--- src/rtl/fsu_pkg.sv ---
package fsu_pkg;

    localparam int STAT_W = 32;
    localparam int BYTE_W = 8;
    localparam int ACC_W  = 5;

    // Bits of the status word that are implemented (reserved bits clear)
    localparam logic [STAT_W-1:0] STAT_MASK = 32'h0FFF_FFF8;

    typedef enum logic [1:0] {
        CLS_ZERO = 2'd0,
        CLS_NUM  = 2'd1,
        CLS_INF  = 2'd2,
        CLS_NAN  = 2'd3
    } res_class_e;

    // Event bit positions, shared by the current byte and the enable byte
    localparam int EV_UNORD  = 7;
    localparam int EV_SNAN   = 6;
    localparam int EV_OPERR  = 5;
    localparam int EV_OVFL   = 4;
    localparam int EV_UNFL   = 3;
    localparam int EV_DZ     = 2;
    localparam int EV_INEXOP = 1;
    localparam int EV_INEXDI = 0;

endpackage

--- src/rtl/fsu_cc_gen.sv ---
module fsu_cc_gen
    import fsu_pkg::*;
(
    input  res_class_e        cls,
    input  logic              sign,
    output logic [BYTE_W-1:0] cc_byte
);

    logic is_neg, is_zero, is_inf, is_nan;

    always_comb begin
        is_neg  = 1'b0;
        is_zero = 1'b0;
        is_inf  = 1'b0;
        is_nan  = 1'b0;
        unique case (cls)
            CLS_ZERO: begin
                is_zero = 1'b1;
                is_neg  = sign;
            end
            CLS_NUM: begin
                is_neg  = sign;
            end
            CLS_INF: begin
                is_inf  = 1'b1;
                is_neg  = sign;
            end
            CLS_NAN: begin
                is_nan  = 1'b1;
            end
        endcase
    end

    assign cc_byte = {4'b0000, is_neg, is_zero, is_inf, is_nan};

endmodule

--- src/rtl/fsu_accrue.sv ---
module fsu_accrue
    import fsu_pkg::*;
(
    input  logic [BYTE_W-1:0] events,
    input  logic [ACC_W-1:0]  acc_old,
    output logic [ACC_W-1:0]  acc_new
);

    logic [ACC_W-1:0] acc_set;

    // acc_set[4..0] maps to status bits 7..3
    always_comb begin
        acc_set[4] = events[EV_UNORD] | events[EV_SNAN] | events[EV_OPERR];
        acc_set[3] = events[EV_OVFL];
        acc_set[2] = events[EV_UNFL] & events[EV_INEXOP];
        acc_set[1] = events[EV_DZ];
        acc_set[0] = events[EV_INEXOP] | events[EV_INEXDI] | events[EV_OVFL];
    end

    assign acc_new = acc_old | acc_set;

endmodule

--- src/rtl/fsu_trap_match.sv ---
module fsu_trap_match
    import fsu_pkg::*;
(
    input  logic [BYTE_W-1:0] events,
    input  logic [BYTE_W-1:0] enables,
    output logic              hit
);

    logic [BYTE_W-1:0] lane;

    for (genvar g = 0; g < BYTE_W; g++) begin : g_lane
        assign lane[g] = events[g] & enables[g];
    end

    assign hit = |lane;

endmodule

--- src/rtl/fpsr_updater.sv ---
module fpsr_updater
    import fsu_pkg::*;
(
    input  logic              clk,
    input  logic              rst_n,
    input  logic              sw_wr_en,
    input  logic [STAT_W-1:0] sw_wr_data,
    input  logic              op_valid,
    input  logic [1:0]        op_class,
    input  logic              op_sign,
    input  logic [BYTE_W-1:0] op_events,
    input  logic [BYTE_W-1:0] ctrl_enables,
    output logic [STAT_W-1:0] status,
    output logic              trap_req
);

    logic [STAT_W-1:0] stat_q, stat_d;
    logic              trap_q, trap_d;
    logic [BYTE_W-1:0] cc_byte;
    logic [ACC_W-1:0]  acc_new;
    logic              hit;
    res_class_e        cls;

    assign cls = res_class_e'(op_class);

    fsu_cc_gen u_cc (
        .cls     (cls),
        .sign    (op_sign),
        .cc_byte (cc_byte)
    );

    fsu_accrue u_acc (
        .events  (op_events),
        .acc_old (stat_q[7:3]),
        .acc_new (acc_new)
    );

    fsu_trap_match u_trap (
        .events  (op_events),
        .enables (ctrl_enables),
        .hit     (hit)
    );

    always_comb begin
        stat_d = stat_q;
        trap_d = 1'b0;
        if (sw_wr_en) begin
            stat_d = sw_wr_data & STAT_MASK;
        end else if (op_valid) begin
            stat_d = {cc_byte, stat_q[23:16], op_events, acc_new, 3'b000};
            trap_d = hit;
        end
    end

    always_ff @(posedge clk or negedge rst_n) begin
        if (!rst_n) begin
            stat_q <= '0;
            trap_q <= 1'b0;
        end else begin
            stat_q <= stat_d;
            trap_q <= trap_d;
        end
    end

    assign status   = stat_q;
    assign trap_req = trap_q;

endmodule

--- config.mk ---
export PLATFORM = sky130hd
export DESIGN_NAME = fpsr_updater
export DESIGN_NICKNAME = d
export VERILOG_FILES = /design/src/rtl/fsu_pkg.sv /design/src/rtl/fsu_cc_gen.sv /design/src/rtl/fsu_accrue.sv /design/src/rtl/fsu_trap_match.sv /design/src/rtl/fpsr_updater.sv
export SDC_FILE = /design/constraint.sdc
export NUM_CORES = 1
export LEC_CHECK = 0
export ABC_AREA = 1
export BUFFER_PORTS_ARGS = -buffer_cell sky130_fd_sc_hd__clkbuf_2
export CAP_MARGIN = 20
export CORE_MARGIN = 2
export CORE_UTILIZATION = 41
export DETAILED_ROUTE_END_ITERATION = 8
export PLACE_DENSITY = 0.9
export SLEW_MARGIN = 30
export SYNTH_ARGS = -nofsm -noshare
export SYNTH_HDL_FRONTEND = slang
export SYNTH_SLANG_ARGS = --single-unit
--- constraint.sdc ---
create_clock -name clk -period 1 [get_ports clk]
set_clock_uncertainty 0.15 [all_clocks]
set_input_delay 0.05 -clock clk [delete_from_list [all_inputs] [get_ports clk]]
set_output_delay 0.05 -clock clk [all_outputs]
set_load 0.01 [all_outputs]
==> run_results.csv <==
group,metric,value,unit
run_status,status,"complete, but fails checks",
run_status,failed_checks,"negative hold slack, negative setup slack",
clock_network,cts.path.max_buffers,2,
clock_network,cts_tree,"built",
finish,layout-area-overhead-vs-synth,89.4,%
setup_path,slowest_stage,"dfrtp_1",
die,fp.dieH,60.0,µm
detailed_routing,routedWlPerCell,14.6,µm
die,start_util,42.5,%
finish,final_cells,344,
detailed_routing,wl,5030,µm
finish,nets,355,
timing,drv_slew,0,
clock_network,cts_buffers,3,
global_route,grt.met2_usage,54.5,%
setup_path,arrival,890,ps
detailed_routing,avgViaCountPerCell,4.83,
clock_network,numClockSinks,26,
finish,fin_area,2440,µm²
synthesis,synth_area_leaders,"dfrtp_1, nand2_1, buf_4, nor2_1, nand2_2",
flow_run,cap_violations,0,
timing,setup_ws,-86.8,ps
placement,placed_cells,274,
clock_network,cts-root-buf,"clkbuf_4",
timing,finalHoldViolations,4,
clock_network,clk_latency,320,ps
detailed_routing,drtIter0Drc,115,
synthesis,synth_seq_area_share,50.5,%
setup_path,worst-path-buf-inv,1,
timing,timing.hold.ws,-5.19,ps
setup_path,crit_type,"flop to output pin",
setup_path,crit_required,800,ps
global_route,grt_pass1_wl,7550,µm
die,die_w,60.0,µm
timing,fin_crit,1090,ps
setup_path,startpoint_type,"flop",
timing,rsz0062_at_grt,"yes",
clock_network,clkTransAtPathRegs,150,ps
placement,place_hpwl,2520,µm
synthesis,synth_cells,153,
synthesis,ys.flop_type,"dfrtp_1",
timing,max_freq,920,MHz
timing,setup_tns,-1770,ps
finish,final_util,80.5,%
synthesis,synth_commonest_cells,"nand2_1, dfrtp_1, nor2_1, buf_4, a21oi_1",
power_and_ir_drop,p_leak,1.32,nW
finish,fillers,189,
worst_hold_path,hp-class,"input port to async pin",
die,dieArea,3600,µm²
global_route,grt_util_met3,4.55,%
setup_path,crit_fanout,2,
detailed_routing,vias,1662,
global_route,grt_overflow,0,
timing,finalSetupViolCount,27,
synthesis,ys_seq_elements,26,
timing,period_share,109,%
synthesis,yosys_warnings,0,
global_route,grt_pass1_vias,1687,
synthesis,synth_cell_type_count,24,
global_route,grt.total_usage,29.0,%
setup_path,worstSetupEndpointType,"output pin",
setup_path,critPathMaxStageDelay,420,ps
global_route,grt_max_degree,16,
detailed_routing,drt.antenna.violating_nets,0,
synthesis,synthArstFlopShare,100,%
power_and_ir_drop,powerDensity,1140,nW/µm²
setup_path,r2r_slack,0,ps
clock_network,cts_max_level,1,
synthesis,syn_area_per_cell,8.41,µm²
placement,place_area,1730,µm²
synthesis,synth_edf_count,0,
synthesis,yosys.area.top_type_share,50.5,%
global_route,grt_antenna_before_repair,1,
setup_path,cp_cell_sequence,"clkbuf_2",
global_route,grt.busiest_layer,"met2",
power_and_ir_drop,peakVddDrop,0.699,mV
detailed_routing,drt_pass1_iterations,4,
global_route,met1_usage,29.4,%
synthesis,synth.most_common_cell,"nand2_1",
placement,port_buffers,73,
synthesis,netlist_area,1290,µm²
detailed_routing,drc,0,
die,rows,20,
die,boundaryPins,88,
die,fp.coreArea,3030,µm²
setup_path,path_delay_family,"flip-flops",
finish,drive_gt1_share,43.5,%
synthesis,post-synth-top-area-cell,"dfrtp_1",
placement,gp_congestion,0.761,
## report_power, final
part	leakage, nW	switching (mW)	internal [mW]
registers	0.309	0.0549	1.14
clock network	0.0279	0.322	0.406
logic	0.980	0.390	0.458
## final timing paths
path	endpoint	depth (start not counted)	from
worst min-delay path	status[7]	2	rst_n
worst min register to register	status[18]	2	status[18]
worst max register to register	status[8]	4	status[8]
worst max-delay path	status[23]	1	status[23]
max in group asynchronous	trap_req	3	rst_n
min in group clk	status[3]	5	op_events[4]
## per-layer routing
metal	up-vias	wire length (µm)
met5	-	0
met4	0	314
met3	34	233
met2	101	2730
met1	763	1750
li1	764	-
## metrics by stage
stage | worst slack (ps) | total power [mW] | hold WS (ps)
after floorplan | 109 | 1.49 | -396
after global placement | 5.00 | 1.74 | -178
after detailed placement | -17.9 | 1.75 | -171
after CTS | -86.0 | 2.67 | -125
after global routing | -144 | 2.92 | -12.7
final | -86.8 | 2.78 | -5.19
## flip-flops by register name, summed over array words and instances, names as in the netlist
signal	cells
status	25
trap_req	1
## cells in the final DEF (no fill, tap or decap), types with 4 or more instances in the layout
cell type | netlist | layout
clkbuf_2 | 0 | 72
dlygate4sd3_1 | 0 | 46
conb_1 | 1 | 7
dfrtp_1 | 26 | 26
inv_1 | 5 | 4
nand3_1 | 5 | 5
buf_6 | 3 | 5
a21oi_1 | 7 | 5
nand2_2 | 6 | 8
buf_4 | 8 | 22
nand2_1 | 60 | 58
nor2_1 | 13 | 11
## cell type report
cell class / count / area [µm²] / area share [%]
diodes: 1 / 2.50 / 0.103
clock buffers: 3 / 22.5 / 0.924
clock inverters: 1 / 30.0 / 1.23
inverters: 8 / 32.5 / 1.33
multi-input cells: 113 / 551 / 22.6
flip-flops and latches: 26 / 651 / 26.7
well taps: 44 / 55.1 / 2.26
repair buffers: 148 / 1090 / 44.9
## what timing repair did
item,4_1_cts,5_1_grt
buffers inserted,11,7
gates cloned,0,0
gates resized for setup,0,16
hold buffers,46,4
pin swaps,0,7
endpoints found under the setup margin,26,33
hold endpoints to repair,52,4
## kinds of logic after synthesis
| family | count (synthesis) | synth area share [%] |
|---|---|---|
| other | 1 | 0.291 |
| DFF | 26 | 50.5 |
| AOI/OAI and AO/OA | 17 | 9.82 |
| buffers and inverters | 20 | 10.2 |
| and+or+nand+nor | 89 | 29.2 |
(Power assumes the default switching activity.)
